`config.mk`:
```
export PLATFORM = sky130hd
export DESIGN_NAME = coll_uart_tx
export DESIGN_NICKNAME = d
export VERILOG_FILES = /design/src/rtl/coll_uart_pkg.sv /design/src/rtl/cu_rx_edge.sv /design/src/rtl/cu_coll_mon.sv /design/src/rtl/cu_tx_frame.sv /design/src/rtl/coll_uart_tx.sv
export SDC_FILE = /design/constraint.sdc
export NUM_CORES = 1
export LEC_CHECK = 0
export BUFFER_PORTS_ARGS = -buffer_cell sky130_fd_sc_hd__buf_4
export CORE_MARGIN = 2
export CORE_UTILIZATION = 45
export CTS_CLUSTER_SIZE = 40
export DETAILED_ROUTE_END_ITERATION = 8
export GPL_TIMING_DRIVEN = 0
export PLACE_DENSITY = 0.69
export SLEW_MARGIN = 20
export SYNTH_ARGS = -nofsm -noshare
export SYNTH_HDL_FRONTEND = slang
export SYNTH_SLANG_ARGS = --single-unit
```
`constraint.sdc`:
```
create_clock -name clk_i -period 1.95 [get_ports clk_i]
set_input_delay 0.195 -clock clk_i [delete_from_list [all_inputs] [get_ports clk_i]]
set_output_delay 0.195 -clock clk_i [all_outputs]
set_load 0.05 [all_outputs]
```
`src/rtl/coll_uart_pkg.sv`:
```
package coll_uart_pkg;
  typedef enum logic {
    ST_IDLE = 1'b0,
    ST_SEND = 1'b1
  } tx_state_e;
endpackage

```
`src/rtl/cu_rx_edge.sv`:
```
module cu_rx_edge (
  input  logic clk_i,
  input  logic rst_ni,
  input  logic rxd_i,
  input  logic pol_i,
  output logic lvl_o,
  output logic fall_o
);
  logic prev_q;

  assign lvl_o  = rxd_i ^ pol_i;
  assign fall_o = prev_q & ~lvl_o;

  always_ff @(posedge clk_i or negedge rst_ni) begin
    if (!rst_ni) prev_q <= 1'b1;
    else         prev_q <= lvl_o;
  end

  AST_EDGE_SINGLE: assert property (@(posedge clk_i) disable iff (!rst_ni)
    fall_o |=> !fall_o);
endmodule

```
`src/rtl/cu_coll_mon.sv`:
```
module cu_coll_mon (
  input  logic clk_i,
  input  logic rst_ni,
  input  logic tick_i,
  input  logic tmr_uf_i,
  input  logic samp_sel_i,
  input  logic busy_i,
  input  logic txd_i,
  input  logic rx_lvl_i,
  input  logic auto_clr_i,
  input  logic en_set_i,
  input  logic en_clr_i,
  input  logic coll_clr_i,
  output logic coll_o,
  output logic en_o
);
  logic strobe, hit, coll_q, en_q;

  assign strobe = samp_sel_i ? tmr_uf_i : tick_i;
  assign hit    = busy_i & strobe & (txd_i != rx_lvl_i);

  always_ff @(posedge clk_i or negedge rst_ni) begin
    if (!rst_ni) begin
      coll_q <= 1'b0;
      en_q   <= 1'b0;
    end else begin
      coll_q <= hit | (coll_q & ~coll_clr_i);
      if (en_clr_i || (hit && auto_clr_i)) en_q <= 1'b0;
      else if (en_set_i)                   en_q <= 1'b1;
    end
  end

  assign coll_o = coll_q;
  assign en_o   = en_q;

  AST_COLL_STICKY: assert property (@(posedge clk_i) disable iff (!rst_ni)
    (coll_q && !coll_clr_i) |=> coll_q);
  AST_AUTO_CLEAR: assert property (@(posedge clk_i) disable iff (!rst_ni)
    (hit && auto_clr_i) |=> (!en_q && coll_q));
  AST_IDLE_NO_HIT: assert property (@(posedge clk_i) disable iff (!rst_ni)
    (!busy_i && !coll_clr_i) |=> $stable(coll_q));
endmodule

```
`src/rtl/cu_tx_frame.sv`:
```
module cu_tx_frame
  import coll_uart_pkg::*;
#(
  parameter int DATA_W = 9
) (
  input  logic              clk_i,
  input  logic              rst_ni,
  input  logic              tick_i,
  input  logic              en_i,
  input  logic              edge_mode_i,
  input  logic              rx_fall_i,
  input  logic [DATA_W-1:0] data_i,
  output logic              txd_o,
  output logic              busy_o
);
  localparam int FRAME_W = DATA_W + 2;
  localparam int CNT_W   = $clog2(FRAME_W);
  localparam logic [CNT_W-1:0] LAST = CNT_W'(FRAME_W - 1);

  tx_state_e          st_q;
  logic [FRAME_W-1:0] frm_q;
  logic [CNT_W-1:0]   idx_q;
  logic               txd_q, start;

  assign start = (st_q == ST_IDLE) & en_i & (edge_mode_i ? rx_fall_i : tick_i);

  always_ff @(posedge clk_i or negedge rst_ni) begin
    if (!rst_ni) begin
      st_q  <= ST_IDLE;
      frm_q <= '1;
      idx_q <= '0;
      txd_q <= 1'b1;
    end else if (st_q == ST_IDLE) begin
      if (start) begin
        st_q  <= ST_SEND;
        frm_q <= {1'b1, data_i, 1'b0};
        idx_q <= '0;
        txd_q <= 1'b0;
      end
    end else if (tick_i) begin
      if (!en_i || idx_q == LAST) begin
        st_q  <= ST_IDLE;
        txd_q <= 1'b1;
      end else begin
        frm_q <= {1'b1, frm_q[FRAME_W-1:1]};
        idx_q <= idx_q + 1'b1;
        txd_q <= frm_q[1];
      end
    end
  end

  assign txd_o  = txd_q;
  assign busy_o = (st_q == ST_SEND);

  AST_IDLE_HIGH: assert property (@(posedge clk_i) disable iff (!rst_ni)
    (st_q == ST_IDLE) |-> txd_q);
  AST_START_LOW: assert property (@(posedge clk_i) disable iff (!rst_ni)
    $rose(busy_o) |-> !txd_q);
  AST_BIT_HOLD: assert property (@(posedge clk_i) disable iff (!rst_ni)
    (st_q == ST_SEND && !tick_i) |=> $stable(txd_q));
  AST_ABORT: assert property (@(posedge clk_i) disable iff (!rst_ni)
    (st_q == ST_SEND && tick_i && !en_i) |=> (st_q == ST_IDLE));
  AST_NO_START_OFF: assert property (@(posedge clk_i) disable iff (!rst_ni)
    (st_q == ST_IDLE && !en_i) |=> (st_q == ST_IDLE));
endmodule

```
`src/rtl/coll_uart_tx.sv`:
```
module coll_uart_tx #(
  parameter int DATA_W = 9
) (
  input  logic              clk_i,
  input  logic              rst_ni,
  input  logic              tick_i,
  input  logic              tmr_uf_i,
  input  logic [DATA_W-1:0] data_i,
  input  logic              en_set_i,
  input  logic              en_clr_i,
  input  logic              coll_clr_i,
  input  logic              samp_sel_i,
  input  logic              auto_clr_i,
  input  logic              start_sel_i,
  input  logic              rx_pol_i,
  input  logic              rxd_i,
  output logic              txd_o,
  output logic              busy_o,
  output logic              coll_o,
  output logic              tx_en_o
);
  logic rx_lvl, rx_fall, en, txd, busy;

  cu_rx_edge u_edge (
    .clk_i (clk_i),
    .rst_ni(rst_ni),
    .rxd_i (rxd_i),
    .pol_i (rx_pol_i),
    .lvl_o (rx_lvl),
    .fall_o(rx_fall)
  );

  cu_tx_frame #(.DATA_W(DATA_W)) u_frame (
    .clk_i      (clk_i),
    .rst_ni     (rst_ni),
    .tick_i     (tick_i),
    .en_i       (en),
    .edge_mode_i(start_sel_i),
    .rx_fall_i  (rx_fall),
    .data_i     (data_i),
    .txd_o      (txd),
    .busy_o     (busy)
  );

  cu_coll_mon u_mon (
    .clk_i     (clk_i),
    .rst_ni    (rst_ni),
    .tick_i    (tick_i),
    .tmr_uf_i  (tmr_uf_i),
    .samp_sel_i(samp_sel_i),
    .busy_i    (busy),
    .txd_i     (txd),
    .rx_lvl_i  (rx_lvl),
    .auto_clr_i(auto_clr_i),
    .en_set_i  (en_set_i),
    .en_clr_i  (en_clr_i),
    .coll_clr_i(coll_clr_i),
    .coll_o    (coll_o),
    .en_o      (en)
  );

  assign txd_o   = txd;
  assign busy_o  = busy;
  assign tx_en_o = en;

  AST_START_NEEDS_EN: assert property (@(posedge clk_i) disable iff (!rst_ni)
    $rose(busy_o) |-> $past(tx_en_o));
endmodule

```
==> After elaboration in Yosys (flattened, before gate mapping) <==
Cells that the tools add are included.
W data, S select, Z words.
{ "word_totals": {"in_bits": 21, "out_inout_bits": 4, "word_cells": 51, "reg_bits": 20} }
{ "op_classes": {"addsub": 1, "n_eq_ne": 4, "bitwise_logic": 11, "mux": 20, "reduce_logical": 8} }
{ "ops": {"columns": ["cell", "count"], "rows": [
  ["$mux W11", 4],
  ["$mux W4", 4],
  ["$mux W1", 12],
  ["$and A1 B1 Y1", 6],
  ["$add A4 B1 Y4 const B", 1],
  ["$eq A4 B4 Y1 const B", 1],
  ["$ne A2 B2 Y1 const B", 2],
  ["$reduce_bool A2 Y1", 2],
  ["$not A1 Y1", 3],
  ["$reduce_and A3 Y1", 1],
  ["$logic_or A1 B1 Y1", 2],
  ["$reduce_and A2 Y1", 1],
  ["$logic_and A1 B1 Y1", 1],
  ["$logic_not A1 Y1", 1],
  ["$ne A1 B1 Y1", 1],
  ["$or A1 B1 Y1", 1],
  ["$xor A1 B1 Y1", 1]
]} }

==> Logic depth before layout (Yosys ltp) <==
Gate-level depths: netlist of the first run.
{ "depth": {"word_depth": 7, "ltp_mapped": 6} }

==> Cells and area by module <==
Synthesis of the first run repeated with hierarchy kept, for this count alone.
{ "unflattened": {"cells_unflattened": 117, "hier_area_um2": 1069.8} }
{ "by_module_without_submodules": {"columns": ["mod", "instances", "cells_per_inst", "area_per_inst_um2"], "rows": [
  ["cu_tx_frame", 1, 104, 919.6],
  ["cu_coll_mon", 1, 9, 107.6],
  ["cu_rx_edge", 1, 4, 42.5]
]} }

==> Least setup slack after synthesis of the first run <==
Ideal clock, no wire load.
{ "synth_path": {"path_kind": "register to register", "from": "register u_mon.en_q (netlist: u_mon.en_o)", "to": "register u_frame.frm_q[8]", "arrival_ns": 1.489, "setup_ns": 0.089, "setup_slack_ns": 0.372, "t_required_ns": 1.861, "period_less_slack_ns": 1.578, "stages_incl_launch_ff": 5, "cell_sequence": "dfrtp_1 nand3_1 o22ai_1 mux2i_1 a211oi_1"} }
{ "synth_between": {"elab_chain_cells": 4, "word_cells_on_any_way": 7, "classes_between": "eq/ne: 1; bitwise: 2; reduce/logical: 4"} }
{ "synth_lines": {"columns": ["item", "line_no", "rtl"], "rows": [
  ["start, declared", "cu_coll_mon.sv:17", "logic strobe, hit, coll_q, en_q;"],
  ["start signal, assigned", "cu_coll_mon.sv:25", "en_q <= 1'b0;"],
  ["start signal, assigned", "cu_coll_mon.sv:28", "if (en_clr_i || (hit && auto_clr_i)) en_q <= 1'b0;"],
  ["start signal, assigned", "cu_coll_mon.sv:29", "else if (en_set_i) en_q <= 1'b1;"],
  ["$and A1 B1 Y1 or $logic_not A1 Y1 (tied branches)", "cu_tx_frame.sv:25, cu_tx_frame.sv:41", null],
  ["$and A1 B1 Y1 or $logic_or A1 B1 Y1 (tied branches)", "cu_tx_frame.sv:25, cu_tx_frame.sv:41", null],
  ["$reduce_bool A2 Y1 (no line) or $ne A2 B2 Y1 (tied branches)", null, null],
  ["$reduce_and A3 Y1 (no line) *", null, null],
  ["end signal, assigned", "cu_tx_frame.sv:36", "frm_q <= {1'b1, data_i, 1'b0};"],
  ["end signal, assigned", "cu_tx_frame.sv:45", "frm_q <= {1'b1, frm_q[FRAME_W-1:1]};"],
  ["end, declared", "cu_tx_frame.sv:21", "logic [FRAME_W-1:0] frm_q;"]
]} }
Every way passes the cells marked *; elsewhere a longest branch is shown, timed or not.
A chain may end at the register's enable or synchronous reset.

==> Final worst setup path of the first run <==
{ "layout_path": {"from": "register u_frame.idx_q[0]", "to": "register u_frame.frm_q[8]"} }
{ "layout_between": {"elab_chain_cells": 4} }
{ "layout_lines": {"columns": ["item", "line_no", "rtl"], "rows": [
  ["start, declared", "cu_tx_frame.sv:22", "logic [CNT_W-1:0] idx_q;"],
  ["start signal, assigned", "cu_tx_frame.sv:46", "idx_q <= idx_q + 1'b1;"],
  ["$eq A4 B4 Y1", "cu_tx_frame.sv:41", "if (!en_i || idx_q == LAST) begin"],
  ["$logic_or A1 B1 Y1", "cu_tx_frame.sv:41", null],
  ["$ne A2 B2 Y1 (no line)", null, null],
  ["$reduce_and A3 Y1 (no line)", null, null]
]} }
Every way passes these cells.

==> flow_metrics.tcl, run 1 <==
set metrics [dict create \
    status "completed" \
    ys_types 34 \
    portBuffers 24 \
    die_area_um2 2750 \
    arrival_ns 1.77 \
    cts_num_sinks 18 \
    utilization_pct 59.1 \
    dr_wl_met2_um 1050 \
    antenna_cells 0 \
    slew-limit-headroom_pct 63.7 \
    seq_power_share_pct 43.8 \
    cap_violations 0 \
    wl_met3_um 66 \
    yosys.area.top_type "dfstp_2" \
    ys_seq_area_share_pct 44.0 \
    placementRows 17 \
    top_layer_used "met4" \
    grt_pass1_vias 725 \
    r2r_cells 6 \
    hold_viol 0 \
    final_antenna_net_count 0 \
    p_clk_share_pct 11.9 \
    p_int_mw 1.02 \
    ff2ff_setup_slack_ns 0.39 \
    drc 0 \
    post_cts_resized 0 \
    critPathCaptureType "register" \
    period_needed_ns 1.56 \
    p_leak_nw 0.656 \
    tns_ns 0 \
    startpoint "u_frame.idx_q[0]" \
    die_x_um 52.4 \
    report.final.slew_viol_count 0 \
    clk_pin_slew_worst_paths_ns 0.11 \
    total_power_mw 1.66 \
    netlist_instances 93 \
    met1_length_um 849 \
    setup_ws_ns 0.387 \
    core_um2 2210 \
    finalWirelength_um 2010 \
    reg2reg_to "u_frame.frm_q[8]" \
    fin_cells 150 \
    antenna_found_initial 0 \
    synthFlopType "dfstp_2" \
    avgSynthCellArea_um2 11.4 \
    routedWlPerCell_um 13.4 \
    grt_overflow_total 0 \
    place_ws_ns 0.399 \
    initial_core_util_pct 47.7 \
    p_sw_share_pct 38.7 \
    clk_latency_ns 0.30 \
    die_height_um 52.4 \
    synth-seq-cells 18 \
    synth_edf_count 0 \
    dr_total_vias 777 \
    required_ns 2.15 \
    gp_congestion 0.800 \
    grt_util_all_layers_pct 17.2 \
    yosysWarnings 0 \
    htree_levels 1 \
    drt-initial-drc-count 6 \
    netlist.area_leader.share_pct 27.4 \
    cp-start-kind "register" \
    syn-num-nets 116 \
    drive_above_1_share_pct 37.7 \
    synth_async_sr_flop_share_pct 100 \
    clock_skew_ns 0.00939 \
    synth_area_um2 1060 \
    area_growth_pct 23.8 \
    placed_cells 145 \
    worstPathMaxFanout 10 \
    reg2reg_from "u_frame.idx_q[0]" \
    ir_worst_vdd_v 0.000662 \
    powerDensity_nw_per_um2 1270 \
    tightest_slew_ns 0.545 \
    firstDrtPassIters 4 \
    clock_path_buffers 2 \
    min_period_over_period_pct 80.2 \
    critical_path_class "register to register" \
    final_nets 146 \
    p_comb_share_pct 44.3 \
    grt_first_pass_wirelength_um 3370 \
    yosys-top-cells-area "dfstp_2 (27%), mux2i_1 (23%), dfrtp_1 (17%), xor2_1 (2.5%), ha_1 (2.4%)" \
    switchingPower_mw 0.640 \
    rsz0062_at_grt "false" \
    vias_per_cell 5.18 \
    max_freq_mhz 640 \
    cts_tree "yes" \
    dpl.hpwl_um 1510 \
    setup.worst_path.end "u_frame.frm_q[8]" \
    grt_max_degree 19 \
    numCtsBuffers 3 \
    io_pins 25 \
    finalSetupViolations 0 \
    hold_class "primary input to register" \
    root_buffer "clkbuf_4" \
]
==> synth_stat cells, drive strengths merged, types with 2 or more instances <==
| library cell | instances |
|---|---|
| a211oi | 2 |
| and2 | 2 |
| buf | 3 |
| clkbuf | 2 |
| dfrtp | 7 |
| dfstp | 11 |
| ha | 2 |
| inv | 3 |
| mux2i | 24 |
| nand2 | 7 |
| nand3 | 3 |
| nor2 | 2 |
| nor3 | 4 |
| nor3b | 2 |
| o21ai | 2 |
| xor2 | 4 |
==> worst max-delay path, cell delays in order, from the launching register on <==
cell      delay [ns]
dfrtp_1         0.42
inv_1           0.11
ha_1            0.15
nand3b_1        0.15
nand2_2         0.29
nor3b_1         0.09
a211oi_1        0.25
==> flip-flops by register name (all words and copies together) (netlist names) <==
register	cells
u_frame.frm_q	9
u_frame.idx_q	4
u_edge.prev_q	1
u_frame.busy_o	1
u_frame.txd_o	1
u_mon.coll_o	1
u_mon.en_o	1
==> layout by cell type, fill, tap and decap left out, drive strengths merged <==
cell type / netlist / routed
o22ai: 1 / 1
and2: 2 / 2
o21bai: 1 / 1
inv: 3 / 3
dlygate4sd3: 0 / 1
dfrtp: 7 / 7
nand4: 1 / 1
xnor2: 1 / 1
nand2b: 1 / 1
nor3: 4 / 4
mux2: 1 / 1
nand3: 3 / 3
o221ai: 1 / 1
dfstp: 11 / 11
nand2: 7 / 7
nor3b: 2 / 2
o22a: 1 / 1
xor2: 4 / 4
a31oi: 1 / 1
buf: 3 / 27
nand3b: 1 / 1
mux2i: 24 / 24
a41oi: 1 / 1
clkbuf: 2 / 6
nor2: 2 / 2
ha: 2 / 2
a21o: 1 / 1
a31o: 1 / 1
o21ai: 2 / 2
a211oi: 2 / 2
==> worst min path at each step <==
stage | start | endpoint | slack [ns] | cells past startpoint
after floorplan | rst_ni | u_frame.busy_o | -0.10 | 0
after CTS | coll_clr_i | u_mon.coll_o | 0.07 | 2
after global placement | rst_ni | u_mon.coll_o | 0.08 | 1
final | coll_clr_i | u_mon.coll_o | 0.08 | 2
after detailed placement | rst_ni | u_mon.en_o | 0.08 | 1
after global routing | coll_clr_i | u_mon.coll_o | 0.07 | 2
==> power by group through the flow <==
stage,clock [mW],combinational (mW),sequential [mW]
after floorplan,0,0.459,0.814
after global placement,0,0.729,0.721
after detailed placement,0,0.745,0.734
after CTS,0.212,0.749,0.728
after global routing,0.224,0.814,0.748
final,0.197,0.734,0.724
==> through the flow <==
| step | area (µm²) | hold slack (ns) |
|---|---|---|
| after CTS | 1310 | 0.0678 |
| final | 1310 | 0.0809 |
| after detailed placement | 1270 | 0.0816 |
| after global placement | 1270 | 0.0774 |
| after global routing | 1310 | 0.0699 |
| after floorplan | 1060 | -0.101 |
==> cell families after synthesis <==
| kind of cell | Yosys count | share of synthesized area, % |
|---|---|---|
| AO/OA/AOI/OAI | 12 | 9.12 |
| XOR/XNOR | 5 | 4.86 |
| adder cells (fa/ha/maj) | 2 | 2.37 |
| buffers and inverters | 8 | 4.62 |
| flip-flops | 18 | 44.0 |
| multiplexers | 25 | 23.8 |
| AND/OR/NAND/NOR | 23 | 11.3 |
==> final cells by class <==
cell class                      count  area [µm²]
Timing Repair Buffer               25         190
Multi-Input combinational cell     67         543
Sequential cell                    18         464
Clock buffer                        4        26.3
Tap cell                           28        35.0
Inverter                            3        11.3
Buffer                              5        37.5
Fill cell                         213         905
==> metal layers <==
| layer | track usage (%) | vias to the layer above |
|---|---|---|
| met5 | 0 | - |
| met4 | 7.69 | 0 |
| met3 | 3.43 | 4 |
| met2 | 27.7 | 13 |
| met1 | 22.2 | 365 |
| li1 | - | 395 |
==> timing repair <==
action | 4_1_cts | 5_1_grt
hold buffers | 1 | 0
setup endpoints to repair | 0 | 0
endpoints found under the hold margin | 18 | 0
setup buffers | 0 | 0
Note: power is estimated with default switching activity, not from simulation.
==> inputs of run 2 (changes only) <==
clock period = 1.55 ns   (was 1.95 ns; I/O delays follow)
==> flow_metrics.tcl, run 2 (synthesis gave the netlist of run 1 again) <==
set metrics [dict create \
    status "completed" \
    clk_pin_slew_worst_paths_ns 0.11 \
    critical_path_class "register to register" \
    required_ns 1.76 \
    period_needed_ns 1.46 \
    placementRows 17 \
    setup_ws_ns 0.0886 \
    min-delay-start "coll_clr_i" \
    grt_max_degree 19 \
    antenna_found_initial 0 \
    total_power_mw 2.13 \
    final_cell_mix "buf_4 (25), mux2i_1 (24), dfstp_2 (11)" \
    grt_util_all_layers_pct 18.4 \
    grt_first_pass_wirelength_um 3640 \
    largest_reg_flops 9 \
    hold_class "primary input to register" \
    drc 0 \
    utilization_pct 60.9 \
    top_register "u_frame.frm_q" \
    report.final.slew_viol_count 0 \
    cts_tree "yes" \
    clock_skew_ns 0.00628 \
    cp-start-kind "register" \
    numCtsBuffers 3 \
    reg2reg_from "u_frame.idx_q[0]" \
    p_leak_nw 0.670 \
    arrival_ns 1.67 \
    initial_core_util_pct 47.7 \
    slew-limit-headroom_pct 80.6 \
    final_nets 148 \
    final_common_cell "buf_4" \
    cap_violations 0 \
    hold_viol 0 \
    antenna_cells 0 \
    ir_worst_vdd_v 0.000963 \
    reg_top3 "u_frame.frm_q: 9 flops, u_frame.idx_q: 4 flops" \
    portBuffers 24 \
    grt_overflow_total 0 \
    critPathCaptureType "register" \
    worstPathMaxFanout 5 \
    htree_levels 1 \
    root_buffer "clkbuf_4" \
    place_ws_ns 0.00944 \
    vias_per_cell 5.39 \
    finalSetupViolations 0 \
    clk_latency_ns 0.31 \
    cts_num_sinks 18 \
    placed_cells 145 \
    io_pins 25 \
    clock_path_buffers 2 \
    dr_total_vias 819 \
    firstDrtPassIters 3 \
    die_area_um2 2750 \
    gp_congestion 0.780 \
    drt-initial-drc-count 7 \
    routedWlPerCell_um 14.3 \
    startpoint "u_frame.idx_q[0]" \
    drive_above_1_share_pct 43.5 \
    fin_cells 152 \
    max_freq_mhz 684 \
    finalWirelength_um 2170 \
    die_x_um 52.4 \
    die_height_um 52.4 \
    min_period_over_period_pct 94.3 \
    area_growth_pct 27.6 \
    tightest_slew_ns 0.291 \
    dpl.hpwl_um 1550 \
    core_um2 2210 \
    powerDensity_nw_per_um2 1580 \
    final_antenna_net_count 0 \
    grt_pass1_vias 772 \
]
run 2: cell count changes in the layout (fill, tap and decap cells not counted), sizes merged:
cell	before	now
nand2	7	8
clkbuf	6	7
run 2: area by class of cell:
| class | count | area, µm² |
|---|---|---|
| fillers | 208 | 865 |
| multi-input cells | 68 | 573 |
| flip-flops and latches | 18 | 465 |
| repair buffers | 26 | 198 |
| plain buffers | 5 | 38.8 |
| well taps | 28 | 35.0 |
| clock buffers | 4 | 26.3 |
| inverters | 3 | 11.3 |
run 2: what timing repair did:
| action | in CTS | in global routing |
|---|---|---|
| hold endpoints to repair | 18 | 0 |
| gates resized for setup | 2 | 4 |
| gates cloned | 0 | 1 |
| buffers inserted | 0 | 1 |
| hold buffers | 1 | 0 |
| setup endpoints to repair | 3 | 13 |
| pin swaps | 0 | 1 |
run 2: per-layer routing:
| layer | GRT usage (%) | part of all wire (%) | vias up |
|---|---|---|---|
| li1 | - | - | 397 |
| met5 | 0 | 0 | - |
| met1 | 23.3 | 43 | 407 |
| met3 | 2.57 | 2.5 | 3 |
| met2 | 30.6 | 53 | 12 |
| met4 | 8.97 | 1.8 | 0 |
run 2: final timing paths:
path                                         end  slack [ns]  cells after the start
worst max-delay path            u_frame.idx_q[1]        0.09                      7
worst min-delay path                u_mon.coll_o        0.04                      2
worst max register to register  u_frame.idx_q[1]        0.09                      7
worst min register to register     u_frame.txd_o        0.51                      2
max in group asynchronous       u_frame.frm_q[8]        1.05                      2
min in group asynchronous       u_frame.idx_q[0]        0.23                      2
run 2: worst max-delay path, stage by stage (launching register included):
cell	delay, ns
dfrtp_1	0.42
inv_1	0.12
ha_1	0.16
nand3b_1	0.10
buf_4	0.18
nand2_4	0.10
nand2b_1	0.07
a31o_2	0.22
run 2: where the power goes:
group | switching (mW) | leakage, nW | total [mW] | internal, mW
clock network | 0.159 | 0.0150 | 0.259 | 0.101
logic | 0.520 | 0.449 | 0.953 | 0.433
registers | 0.155 | 0.206 | 0.914 | 0.758
run 2: metrics by stage:
step | hold WS (ns) | area (µm²) | setup TNS [ns]
global route | 0.0393 | 1350 | -0.00323
finish | 0.0386 | 1350 | 0
CTS | 0.0204 | 1320 | 0
floorplan | -0.141 | 1060 | 0
global placement | 0.0376 | 1270 | 0
detailed placement | 0.0422 | 1270 | 0
